**config.mk**
```make
export PLATFORM = sky130hd
export DESIGN_NAME = nco_clkgen
export DESIGN_NICKNAME = d
export VERILOG_FILES = /design/src/rtl/nco_pkg.sv /design/src/rtl/nco_seg_adder.sv /design/src/rtl/nco_phase_acc.sv /design/src/rtl/nco_shape_sel.sv /design/src/rtl/nco_clkgen.sv
export SDC_FILE = /design/constraint.sdc
export NUM_CORES = 1
export LEC_CHECK = 0
export BUFFER_PORTS_ARGS = -buffer_cell sky130_fd_sc_hd__buf_2
export CAP_MARGIN = 0
export CORE_ASPECT_RATIO = 0.6
export CORE_MARGIN = 2
export CORE_UTILIZATION = 45
export DETAILED_ROUTE_END_ITERATION = 12
export PLACE_DENSITY = 0.71
export SLEW_MARGIN = 20
export SYNTH_ARGS = -nofsm -noshare
export SYNTH_HDL_FRONTEND = slang
export SYNTH_SLANG_ARGS = --single-unit
```
**constraint.sdc**
```tcl
create_clock -name clk -period 3.06 [get_ports clk]
set_clock_uncertainty 0.15 [all_clocks]
set_input_delay 0.153 -clock clk [delete_from_list [all_inputs] [get_ports clk]]
set_output_delay 0.153 -clock clk [all_outputs]
set_load 0.05 [all_outputs]
```
**src/rtl/nco_pkg.sv**
```systemverilog
package nco_pkg;

   typedef enum logic {
      SHAPE_STD = 1'b0,
      SHAPE_EXT = 1'b1
   } nco_shape_e;

   // Forms the two-phase output word from the registered event flags
   function automatic logic [1:0] form_word(input logic live,
                                            input logic cy,
                                            input logic top,
                                            input nco_shape_e shape);
      logic [1:0] w;
      if (!live)                   w = 2'b00;
      else if (shape == SHAPE_EXT) w = {cy, 1'b0};
      else                         w = {top, top};
      return w;
   endfunction

endpackage

```
**src/rtl/nco_seg_adder.sv**
```systemverilog
module nco_seg_adder #(
   parameter int ACC_W = 32,
   parameter int SEG_W = 8
) (
   input  logic [ACC_W-1:0] a,
   input  logic [ACC_W-1:0] b,
   output logic [ACC_W-1:0] sum,
   output logic             cout
);
   localparam int NSEG = ACC_W / SEG_W;

   logic [NSEG:0] cy;
   assign cy[0] = 1'b0;

   for (genvar g = 0; g < NSEG; g++) begin : g_seg
      logic [SEG_W:0] s_lo;
      logic [SEG_W:0] s_hi;
      assign s_lo = {1'b0, a[g*SEG_W +: SEG_W]} + {1'b0, b[g*SEG_W +: SEG_W]};
      assign s_hi = {1'b0, a[g*SEG_W +: SEG_W]} + {1'b0, b[g*SEG_W +: SEG_W]}
                    + (SEG_W+1)'(1);
      assign sum[g*SEG_W +: SEG_W] = cy[g] ? s_hi[SEG_W-1:0] : s_lo[SEG_W-1:0];
      assign cy[g+1]               = cy[g] ? s_hi[SEG_W]     : s_lo[SEG_W];
   end

   assign cout = cy[NSEG];
endmodule

```
**src/rtl/nco_phase_acc.sv**
```systemverilog
module nco_phase_acc #(
   parameter int ACC_W = 32,
   parameter int SEG_W = 8
) (
   input  logic             clk,
   input  logic             rst_n,
   input  logic             clear,
   input  logic [ACC_W-1:0] incr,
   output logic [ACC_W-1:0] phase_q,
   output logic             live_q,
   output logic             carry_q,
   output logic             top_q
);
   logic [ACC_W-1:0] sum_d;
   logic             cout_d;

   nco_seg_adder #(.ACC_W(ACC_W), .SEG_W(SEG_W)) u_add (
      .a    (phase_q),
      .b    (incr),
      .sum  (sum_d),
      .cout (cout_d)
   );

   always_ff @(posedge clk) begin
      if (!rst_n || clear) begin
         phase_q <= '0;
         live_q  <= 1'b0;
         carry_q <= 1'b0;
         top_q   <= 1'b0;
      end else if (incr != '0) begin
         phase_q <= sum_d;
         live_q  <= 1'b1;
         carry_q <= cout_d;
         top_q   <= sum_d[ACC_W-1];
      end else begin
         live_q  <= 1'b0;
         carry_q <= 1'b0;
         top_q   <= 1'b0;
      end
   end
endmodule

```
**src/rtl/nco_shape_sel.sv**
```systemverilog
module nco_shape_sel #(
   parameter bit HAS_EXT = 1'b1
) (
   input  logic                clk,
   input  logic                rst_n,
   input  logic                ext_mode,
   output nco_pkg::nco_shape_e shape_q
);
   always_ff @(posedge clk) begin
      if (!rst_n)                  shape_q <= nco_pkg::SHAPE_STD;
      else if (HAS_EXT && ext_mode) shape_q <= nco_pkg::SHAPE_EXT;
      else                         shape_q <= nco_pkg::SHAPE_STD;
   end
endmodule

```
**src/rtl/nco_clkgen.sv**
```systemverilog
module nco_clkgen #(
   parameter int ACC_W   = 32,
   parameter int SEG_W   = 8,
   parameter bit HAS_EXT = 1'b1
) (
   input  logic             clk,
   input  logic             rst_n,
   input  logic             clear,
   input  logic             ext_mode,
   input  logic [ACC_W-1:0] incr,
   output logic [1:0]       out_word
);
   if (ACC_W < 2) begin : g_bad_width
      $error("nco_clkgen: ACC_W must be at least 2");
   end
   if (SEG_W < 1 || SEG_W > ACC_W || (ACC_W % SEG_W) != 0) begin : g_bad_seg
      $error("nco_clkgen: SEG_W must divide ACC_W");
   end

   logic [ACC_W-1:0]    phase_q;
   logic                live_q;
   logic                carry_q;
   logic                top_q;
   nco_pkg::nco_shape_e shape_q;

   nco_phase_acc #(.ACC_W(ACC_W), .SEG_W(SEG_W)) u_acc (
      .clk     (clk),
      .rst_n   (rst_n),
      .clear   (clear),
      .incr    (incr),
      .phase_q (phase_q),
      .live_q  (live_q),
      .carry_q (carry_q),
      .top_q   (top_q)
   );

   nco_shape_sel #(.HAS_EXT(HAS_EXT)) u_shape (
      .clk      (clk),
      .rst_n    (rst_n),
      .ext_mode (ext_mode),
      .shape_q  (shape_q)
   );

   assign out_word = nco_pkg::form_word(live_q, carry_q, top_q, shape_q);
endmodule

```
==> results.cfg, run 1 <==
[outcome]
outcome = finished clean

[synth]
ys_warn_count = 0
postSynth.asyncResetShare = 0
ys_ff_latch = 36
synthesis.nets = 433
synth-edff-count = 0
dominantRegCellSynth = sky130_fd_sc_hd__dfxtp_1
synth_seq_area_share = 0.238
synth_cell_type_count = 62
synth.avg_cell_area_um2 = 8.47
syn_inst = 358
netlist_area_um2 = 3030

[clock_tree]
clk_root_buffer_cell = sky130_fd_sc_hd__clkbuf_8
cts_buffer_depth = 2
insertion_delay_ns = 0.30
path_clk_slew_ns = 0.08
cts-htree-levels = 2
cts_inserted_buffers = 5
cts_tree = built
cts_sinks = 36

[sta]
max-slew-margin-rel = 0.576
unrepaired_setup_endpoints_after_global_routing = true
setup_ws_ns = 0.0118
final_critical_path_share_of_the_clock_period = 0.996
setup_viol = 0
fin_crit_ns = 3.05
max_freq_ghz = 0.328
finalHoldWorstSlack_ns = 0.0813
tightestPinTransition_ns = 0.631
final-hold-violation-count = 0
slew_viol_final = 0

[worst_setup_path]
cp_common_cell = sky130_fd_sc_hd__mux2i_1
arrival_ns = 3.09
crit_cells = 13
worstPathRequired_ns = 3.10
crit_path_cell_trace = ha_4 > fa_2 > nand3_2 > and3_4 > nor4_4 > nand4_4 > o31ai_4 > nor4b_4 > buf_6 > mux2i_1 > buf_4 > mux2i_1 > nand2_1
timing_worst_setup_path_type = flop to flop
cp.buffers_inverters = 2
cp-end-kind = flop
timing.critical_path.slowest_cell_delay_ns = 0.36
timing.critical_path.slowest_stage_cell = sky130_fd_sc_hd__dfxtp_2
timing.critical_path.max_delay_family = simple AND/OR/NAND/NOR gates
rr_worst_depth = 13
timing.critical_path.fanout_max = 3
setup.worst_path.start_class = flop

[min_path]
holdPathStages = 3
type_of_the_worst_min_delay_path = primary input to flop

[finish]
layout-drive-gt1-share = 0.281
most-common-layout-cells = 39 x sky130_fd_sc_hd__nand2_1, 37 x sky130_fd_sc_hd__buf_2, 34 x sky130_fd_sc_hd__buf_4, 34 x sky130_fd_sc_hd__dfxtp_1, 31 x sky130_fd_sc_hd__ha_1
flow.area_growth_from_synthesis_pct = 26.6
diodes = 0
fillerInstances = 579
postLayoutCellArea_um2 = 3840
core_utilization_of_the_finished_layout = 0.582
final_nets = 505
layout.cells.most_common = sky130_fd_sc_hd__nand2_1

[floorplan]
die-height_um = 67.6
io-pin-count = 38
die_area_um2 = 7430
num_rows = 23
start_util = 0.460
core-area_um2 = 6590
die_width_um = 110

[pwr]
total_power_w = 0.00165
power_density_nw_per_um2 = 431
power.leakage_nw = 1.68
vdd_drop_max_mv = 0.309

[drt]
route.final.wire_length_mm = 7.78
ant_nets = 0
drt-vias-per-instance = 5.46
detail_route.drc_violations = 0
via_count = 2827
first_iter_violations = 164
firstDrtPassIters = 5
routed_wire_length_per_instance_um = 15.0

[global_routing]
global_route.usage.total = 0.215
grt_start_max_net_pins = 21
grt_first_pass_wirelength_mm = 12.3
gr-total-overflow = 0
initial_antenna_violation_count = 0
grt_pass1_vias = 2608

[placed_design]
port_buffers = 37
hpwlAfterDp_mm = 5.73
pre_cts_slack_ns = -0.216
placedInstanceArea_um2 = 3480
routabilityCongestion = 0.901

[job]
maxCapViolations = 0
-- logic make-up (layout without fill, tap and decap cells) --
logic type / Yosys count / in the layout / share of synthesized area
compound gates: 95 / 95 / 0.208
simple gates: 119 / 119 / 0.217
fa+ha+maj: 39 / 39 / 0.171
buf+inv: 27 / 100 / 0.0392
xor+xnor: 33 / 33 / 0.0978
mux: 9 / 9 / 0.0297
flops: 36 / 36 / 0.238
-- state kept, by name (all words and copies together), names as in the netlist --
name             flops
u_acc.carry_q        1
u_acc.phase_q       32
u_shape.shape_q      1
u_acc.live_q         1
u_acc.top_q          1
-- layout make-up --
cell class,count,area [um^2],share of cell area
multi-input cells,295,2370,0.617
repair buffers,75,483,0.126
clock buffers,6,82.6,0.0215
well taps,87,109,0.0284
inverters,17,63.8,0.0166
flip-flops and latches,36,723,0.188
clock inverters,2,10.0,0.00261
-- layer usage --
| metal | vias up | track usage | share of wire | wire length, um |
|---|---|---|---|---|
| met5 | - | 0 | 0 | 0 |
| met1 | 1277 | 0.319 | 0.52 | 4030 |
| met2 | 83 | 0.310 | 0.41 | 3220 |
| met4 | 0 | 0.0491 | 0.0077 | 60 |
| met3 | 10 | 0.0521 | 0.060 | 463 |
| li1 | 1457 | - | - | - |
-- per-stage QoR --
step	TNS (ns)	cells
after detailed placement	-1.46	499
final	0	518
after global placement	-0.0376	499
after CTS	0	513
after floorplan	0	358
after global routing	-0.898	518
-- timing repair --
action                                  in CTS  in global routing
hold endpoints to repair                     1                  0
pin swaps                                    7                  4
hold buffers                                 2                  0
setup buffers                                4                  5
gates resized for setup                     18                 11
endpoints found under the setup margin      10                 14
-- power by group --
group / switching [W] / total, W / internal [W] / leakage, nW
Sequential: 0.0000338 / 0.000549 / 0.000515 / 0.297
Clock: 0.000190 / 0.000370 / 0.000180 / 0.0510
Combinational: 0.000392 / 0.000734 / 0.000342 / 1.34
-- synthesized netlist by cell type, drive strengths merged (2+ instances only) --
cell type | instances | area, um^2
nand2 | 39 | 146
dfxtp | 36 | 721
ha | 35 | 438
o21ai | 31 | 159
a21oi | 24 | 124
nor2 | 18 | 67.6
xnor2 | 18 | 165
inv | 17 | 63.8
xor2 | 15 | 131
nand4 | 13 | 87.6
nor4 | 13 | 96.3
nand3 | 10 | 55.1
a21o | 9 | 68.8
clkbuf | 9 | 43.8
mux2i | 9 | 90.1
and3 | 8 | 62.6
o21bai | 5 | 37.5
and2 | 4 | 25.0
fa | 4 | 80.1
a211oi | 3 | 27.5
a2111oi | 2 | 23.8
a211o | 2 | 17.5
a22o | 2 | 17.5
and3b | 2 | 17.5
nand2b | 2 | 12.5
nor2b | 2 | 12.5
nor3 | 2 | 10.0
o221ai | 2 | 17.5
o31ai | 2 | 25.0
-- worst reg2reg max path, stage by stage, from the launching register on --
cell                      delay [ns]
sky130_fd_sc_hd__dfxtp_2        0.36
sky130_fd_sc_hd__ha_4           0.14
sky130_fd_sc_hd__fa_2           0.23
sky130_fd_sc_hd__nand3_2        0.10
sky130_fd_sc_hd__and3_4         0.21
sky130_fd_sc_hd__nor4_4         0.34
sky130_fd_sc_hd__nand4_4        0.18
sky130_fd_sc_hd__o31ai_4        0.26
sky130_fd_sc_hd__nor4b_4        0.24
sky130_fd_sc_hd__buf_6          0.16
sky130_fd_sc_hd__mux2i_1        0.19
sky130_fd_sc_hd__buf_4          0.16
sky130_fd_sc_hd__mux2i_1        0.18
sky130_fd_sc_hd__nand2_1        0.06
-- worst paths after layout --
check,slack (ns),startpoint,to
min reg2reg,0.31,u_acc.phase_q[22]$_SDFFE_PP0N_,u_acc.phase_q[22]$_SDFFE_PP0N_
max,0.01,u_acc.phase_q[8]$_SDFFE_PP0N_,u_acc.phase_q[30]$_SDFFE_PP0N_
min,0.08,incr[0],u_acc.phase_q[0]$_SDFFE_PP0N_
max reg2reg,0.01,u_acc.phase_q[8]$_SDFFE_PP0N_,u_acc.phase_q[30]$_SDFFE_PP0N_
Note: power is estimated with default switching activity, not from simulation.
==> run 2: changes to the inputs <==
--- a/config.mk
+++ b/config.mk
@@ -8,9 +8,9 @@
 export BUFFER_PORTS_ARGS = -buffer_cell sky130_fd_sc_hd__buf_2
 export CAP_MARGIN = 0
 export CORE_ASPECT_RATIO = 0.6
-export CORE_MARGIN = 2
 export CORE_UTILIZATION = 45
 export DETAILED_ROUTE_END_ITERATION = 12
+export GPL_ROUTABILITY_DRIVEN = 0
 export PLACE_DENSITY = 0.71
 export SLEW_MARGIN = 20
 export SYNTH_ARGS = -nofsm -noshare
==> run 2 against run 1 <==
The run now ends with setup timing left. Worst setup slack got worse by 0.10 ns. First-iteration DRC count decreased by 12%. Die area decreased by 4.7%. Clock power increased by 15%. Combinational power increased by 2.7%. Non-clock buffer count decreased by 4. Global-route usage increased by 1.2 points. Sequential share of layout area decreased by 0.31 points. Largest power group unchanged.
==> results.cfg, run 2 (same netlist as run 1, synthesis figures left out) <==
[pwr]
vdd_drop_max_mv = 0.281
total_power_w = 0.00173
power_density_nw_per_um2 = 444
power.leakage_nw = 1.69

[global_routing]
initial_antenna_violation_count = 0
grt_pass1_vias = 2654
grt_start_max_net_pins = 26
grt_first_pass_wirelength_mm = 12.6
global_route.usage.total = 0.228
gr-total-overflow = 0

[floorplan]
die_area_um2 = 7080
io-pin-count = 38
num_rows = 22
start_util = 0.481
die_width_um = 108
core-area_um2 = 6300
die-height_um = 65.6

[worst_setup_path]
worstPathRequired_ns = 3.15
setup.worst_path.start_class = flop
cp-end-kind = flop
crit_cells = 14
timing.critical_path.fanout_max = 3
timing_worst_setup_path_type = flop to flop
timing.critical_path.slowest_stage_cell = sky130_fd_sc_hd__fa_1
arrival_ns = 3.24
rr_worst_depth = 14
timing.critical_path.max_delay_family = adder cells
cp.buffers_inverters = 3
timing.critical_path.slowest_cell_delay_ns = 0.40
crit_path_cell_trace = ha_1 > fa_1 > a21o_1 > a21oi_2 > o21ai_2 > nand4_1 > buf_4 > nor4_4 > nor4b_4 > buf_6 > buf_6 > mux2i_2 > mux2i_1 > a21o_1

[sta]
slew_viol_final = 0
setup_ws_ns = -0.0903
setup_viol = 6
max_freq_ghz = 0.317
final_critical_path_share_of_the_clock_period = 1.03
tightestPinTransition_ns = 0.588
finalHoldWorstSlack_ns = 0.0772
max-slew-margin-rel = 0.604
final-hold-violation-count = 0
unrepaired_setup_endpoints_after_global_routing = true
fin_crit_ns = 3.15
totalNegativeSetupSlack_ns = -0.177

[placed_design]
pre_cts_slack_ns = -0.148
hpwlAfterDp_mm = 5.92
port_buffers = 37

[finish]
diodes = 0
flow.area_growth_from_synthesis_pct = 28.7
most-common-layout-cells = 39 x sky130_fd_sc_hd__nand2_1, 37 x sky130_fd_sc_hd__buf_2, 34 x sky130_fd_sc_hd__dfxtp_1
layout-drive-gt1-share = 0.286
final_nets = 501
layout.cells.most_common = sky130_fd_sc_hd__nand2_1
registers.top_by_ff_count = u_acc.phase_q
max_ffs_per_register = 32

[clock_tree]
insertion_delay_ns = 0.29
cts_buffer_depth = 2
clk_root_buffer_cell = sky130_fd_sc_hd__clkbuf_8
cts_tree = built
path_clk_slew_ns = 0.08
cts_inserted_buffers = 5
cts_sinks = 36
cts-htree-levels = 2

[drt]
ant_nets = 0
routed_wire_length_per_instance_um = 15.6
route.final.wire_length_mm = 7.96
firstDrtPassIters = 5
first_iter_violations = 145
detail_route.drc_violations = 0
via_count = 2857
drt-vias-per-instance = 5.59

[outcome]
outcome = finished, violations left
violations = setup timing

[job]
maxCapViolations = 0

[min_path]
type_of_the_worst_min_delay_path = primary input to flop
holdPathStages = 3
run 2: report_power, final:
group / switching (W) / total [W] / internal [W]
clock network: 0.000186 / 0.000427 / 0.000241
logic: 0.000409 / 0.000754 / 0.000345
registers: 0.0000344 / 0.000549 / 0.000515
total: 0.000629 / 0.00173 / 0.00110
run 2: path summary, 6_finish.rpt:
path,from,end,slack (ns)
worst max-delay path,u_acc.phase_q[0]$_SDFFE_PP0N_,u_acc.phase_q[31]$_SDFFE_PP0N_,-0.09
worst min-delay path,incr[0],u_acc.phase_q[0]$_SDFFE_PP0N_,0.08
worst max register to register,u_acc.phase_q[0]$_SDFFE_PP0N_,u_acc.phase_q[31]$_SDFFE_PP0N_,-0.09
worst min register to register,u_acc.phase_q[20]$_SDFFE_PP0N_,u_acc.phase_q[20]$_SDFFE_PP0N_,0.31
run 2: worst reg2reg max path, stage by stage (launching register included):
cell	delay, ns
sky130_fd_sc_hd__dfxtp_1	0.32
sky130_fd_sc_hd__ha_1	0.20
sky130_fd_sc_hd__fa_1	0.40
sky130_fd_sc_hd__a21o_1	0.19
sky130_fd_sc_hd__a21oi_2	0.21
sky130_fd_sc_hd__o21ai_2	0.10
sky130_fd_sc_hd__nand4_1	0.22
sky130_fd_sc_hd__buf_4	0.18
sky130_fd_sc_hd__nor4_4	0.04
sky130_fd_sc_hd__nor4b_4	0.24
sky130_fd_sc_hd__buf_6	0.18
sky130_fd_sc_hd__buf_6	0.11
sky130_fd_sc_hd__mux2i_2	0.21
sky130_fd_sc_hd__mux2i_1	0.25
sky130_fd_sc_hd__a21o_1	0.10
run 2: cell type report:
type	count	area (um^2)
clock buffer	5	68.8
clock inverter	3	42.5
fill	543	2400
inverter	17	63.8
multi-input combinational	295	2420
sequential	36	723
tap	84	105
timing repair buffer	71	473
run 2: layer usage:
metal,vias up,part of all wire,global-route usage,routed length (um)
met5,-,0,0,0
met4,0,0.0045,0.0514,36
met3,5,0.052,0.0377,417
met2,73,0.44,0.361,3530
met1,1333,0.50,0.321,3980
li1,1446,-,-,-
run 2: repair_timing:
action | CTS | global route
setup endpoints to repair | 10 | 12
hold buffers | 2 | 0
hold endpoints to repair | 1 | 0
setup buffers | 5 | 4
pin swaps | 7 | 10
cloned | 0 | 0
resized for setup | 15 | 26
run 2: per-stage QoR:
step                       util  area, um^2  std cells
after floorplan               -        3040        358
after global placement    0.549        3460        492
after detailed placement  0.549        3460        492
after CTS                 0.590        3720        507
after global routing      0.619        3900        511
final                     0.619        3900        511
==> run 3: changes to the inputs <==
--- a/config.mk
+++ b/config.mk
@@ -8,10 +8,10 @@
 export BUFFER_PORTS_ARGS = -buffer_cell sky130_fd_sc_hd__buf_2
 export CAP_MARGIN = 0
 export CORE_ASPECT_RATIO = 0.6
-export CORE_UTILIZATION = 45
+export CORE_UTILIZATION = 25
 export DETAILED_ROUTE_END_ITERATION = 12
 export GPL_ROUTABILITY_DRIVEN = 0
-export PLACE_DENSITY = 0.71
+export PLACE_DENSITY = 0.46
 export SLEW_MARGIN = 20
 export SYNTH_ARGS = -nofsm -noshare
 export SYNTH_HDL_FRONTEND = slang
==> run 3 against run 2 <==
The run still ends with setup timing left. Worst hold slack better by 0.015 ns. Core utilization is 26 points lower. Sequential power about the same. Register-to-register slack gained 0.06 ns. Critical path depth is 2 lower. Sequential cell count did not move. Sequential share of layout area shrank 0.80 points. Design area rose by 5.0%. Maximum frequency grew 1.9%. Count of clock-buffer cells in the layout up 2. Combinational power up 2%. Clock power is 18% higher. Critical path type unchanged. Critical endpoint is now u_acc.phase_q[29]$_SDFFE_PP0N_.
==> results.cfg, run 3 (same netlist as run 1, synthesis figures left out) <==
[placed_design]
pre_cts_slack_ns = -0.219
placedCellCount = 575
port_buffers = 37
placedInstanceArea_um2 = 3600
hpwlAfterDp_mm = 6.33

[drt]
via_count = 2782
ant_nets = 0
routed_wire_length_per_instance_um = 13.8
detail_route.drc_violations = 0
route.final.wire_length_mm = 8.27
drt-vias-per-instance = 4.65
first_iter_violations = 102
firstDrtPassIters = 4

[worst_setup_path]
crit-reg2reg-launch = u_acc.phase_q[10]$_SDFFE_PP0N_
setup.worst_path.start_class = flop
cp.buffers_inverters = 2
timing.critical_path.slowest_cell_delay_ns = 0.35
worstPathRequired_ns = 3.08
timing_worst_setup_path_type = flop to flop
cp-end-kind = flop
arrival_ns = 3.11
timing.critical_path.slowest_stage_cell = sky130_fd_sc_hd__dfxtp_1
timing.critical_path.max_delay_family = simple AND/OR/NAND/NOR gates
worst-r2r-setup-slack_ns = -0.03
timing.critical_path.fanout_max = 8
crit_path_cell_trace = ha_4 > nand3_1 > and3_4 > nor4_4 > nand4_2 > buf_4 > nor4_4 > nor4b_4 > buf_4 > xnor2_4 > a21oi_1 > a211o_1
critical_r2r_capture = u_acc.phase_q[29]$_SDFFE_PP0N_
rr_worst_depth = 12

[floorplan]
io-pin-count = 38
start_util = 0.262
die_width_um = 144
die_area_um2 = 12600
die-height_um = 87.3
num_rows = 30
core-area_um2 = 11600

[sta]
slew_viol_final = 0
final-hold-violation-count = 0
final_critical_path_share_of_the_clock_period = 1.01
setup_ws_ns = -0.0327
fin_crit_ns = 3.09
max_freq_ghz = 0.323
tightestPinTransition_ns = 0.615
max-slew-margin-rel = 0.586
unrepaired_setup_endpoints_after_global_routing = true
setup_viol = 6

[clock_tree]
cts_buffer_depth = 2
cts_sinks = 36
cts_tree = built
path_clk_slew_ns = 0.06
clk_root_buffer_cell = sky130_fd_sc_hd__clkbuf_16
cts-htree-levels = 2
insertion_delay_ns = 0.28
cts_inserted_buffers = 5

[global_routing]
gr-usage-met3 = 0.0258
grt_use_met1 = 0.204
grt_pass1_vias = 2614
gr-max-usage-layer = met1
groute.layer.met2.usage = 0.199
grt_start_max_net_pins = 19
grt_first_pass_wirelength_mm = 13.2
global_route.usage.total = 0.136
gr-total-overflow = 0
initial_antenna_violation_count = 0

[min_path]
hp-start = clear
type_of_the_worst_min_delay_path = primary input to flop
holdPathStages = 3
hold_path_end = u_acc.phase_q[2]$_SDFFE_PP0N_

[pwr]
total_power_w = 0.00182
power_density_nw_per_um2 = 445
vdd_drop_max_mv = 0.143
power.leakage_nw = 1.75

[outcome]
violations = setup timing
outcome = finished, violations left

[finish]
max_ffs_per_register = 32
final_nets = 512
multi_input_area_um2 = 2430
fillerInstances = 1261
postLayoutCellArea_um2 = 4100
layout.area.seq_um2 = 727
layout-drive-gt1-share = 0.317
diodes = 0
final_cell_count_no_fill = 598
most-common-layout-cells = 41 x sky130_fd_sc_hd__buf_4, 39 x sky130_fd_sc_hd__nand2_1, 37 x sky130_fd_sc_hd__buf_2
layout.cells.most_common = sky130_fd_sc_hd__buf_4
registers.top_by_ff_count = u_acc.phase_q
flow.area_growth_from_synthesis_pct = 35.2

[job]
maxCapViolations = 0
==> run 3: cell count changes in the layout (fill, tap and decap cells not counted), sizes merged <==
cell,before,now
clkbuf,5,7
clkinvlp,1,0
buf,69,80
bufinv,1,0
==> run 3: layout make-up <==
| class | count | share of cell area |
|---|---|---|
| multi-input cells | 295 | 0.593 |
| flip-flops and latches | 36 | 0.177 |
| repair buffers | 82 | 0.131 |
| well taps | 160 | 0.0489 |
| clock buffers | 7 | 0.0324 |
| inverters | 17 | 0.0156 |
| clock inverters | 1 | 0.00214 |
==> run 3: timing repair <==
| action | 4_1_cts | 5_1_grt |
|---|---|---|
| gates cloned | 0 | 0 |
| endpoints found under the setup margin | 10 | 11 |
| hold endpoints to repair | 1 | 0 |
| setup buffers | 8 | 6 |
| hold buffers | 2 | 0 |
| gates resized for setup | 26 | 18 |
| pin swaps | 12 | 14 |
==> run 3: tightest hold or removal path, delay by kind of cell <==
family	cells	cell delay, ns
simple gates	1	0.14
buf+inv	1	0.08
compound gates	1	0.09
==> run 3: worst max-delay path by stage <==
stage                                               from                              to  cells after the start
after detailed placement   u_acc.phase_q[8]$_SDFFE_PP0N_  u_acc.phase_q[31]$_SDFFE_PP0N_                     12
after CTS                  u_acc.phase_q[8]$_SDFFE_PP0N_  u_acc.phase_q[30]$_SDFFE_PP0N_                     13
after global routing       u_acc.phase_q[0]$_SDFFE_PP0N_  u_acc.phase_q[30]$_SDFFE_PP0N_                     14
after floorplan            u_acc.phase_q[8]$_SDFFE_PP0N_  u_acc.phase_q[29]$_SDFFE_PP0N_                     11
final                     u_acc.phase_q[10]$_SDFFE_PP0N_  u_acc.phase_q[29]$_SDFFE_PP0N_                     12
after global placement     u_acc.phase_q[8]$_SDFFE_PP0N_  u_acc.phase_q[30]$_SDFFE_PP0N_                     12
==> run 3: where the power goes <==
part	total, W	internal, W	switching (W)	leakage, nW
Sequential	0.000551	0.000516	0.0000355	0.298
Clock	0.000502	0.000304	0.000198	0.0681
Combinational	0.000771	0.000370	0.000401	1.39
Total	0.00182	0.00119	0.000635	1.75
==> run 3: metal layers <==
layer	vias to the layer above	part of all wire
met2	36	0.41
met4	0	0.0054
met3	2	0.031
met5	-	0
li1	1463	-
met1	1281	0.55
==> run 3: metrics by stage <==
step / setup TNS (ns) / util / hold slack (ns)
3_5_place_dp: -1.31 / 0.311 / 0.222
4_1_cts: -0.0237 / 0.343 / 0.0907
6_report: -0.0892 / 0.354 / 0.0924
2_1_floorplan: 0 / - / 0.125
3_3_place_gp: -0.349 / 0.311 / 0.230
5_1_grt: -1.51 / 0.354 / 0.102
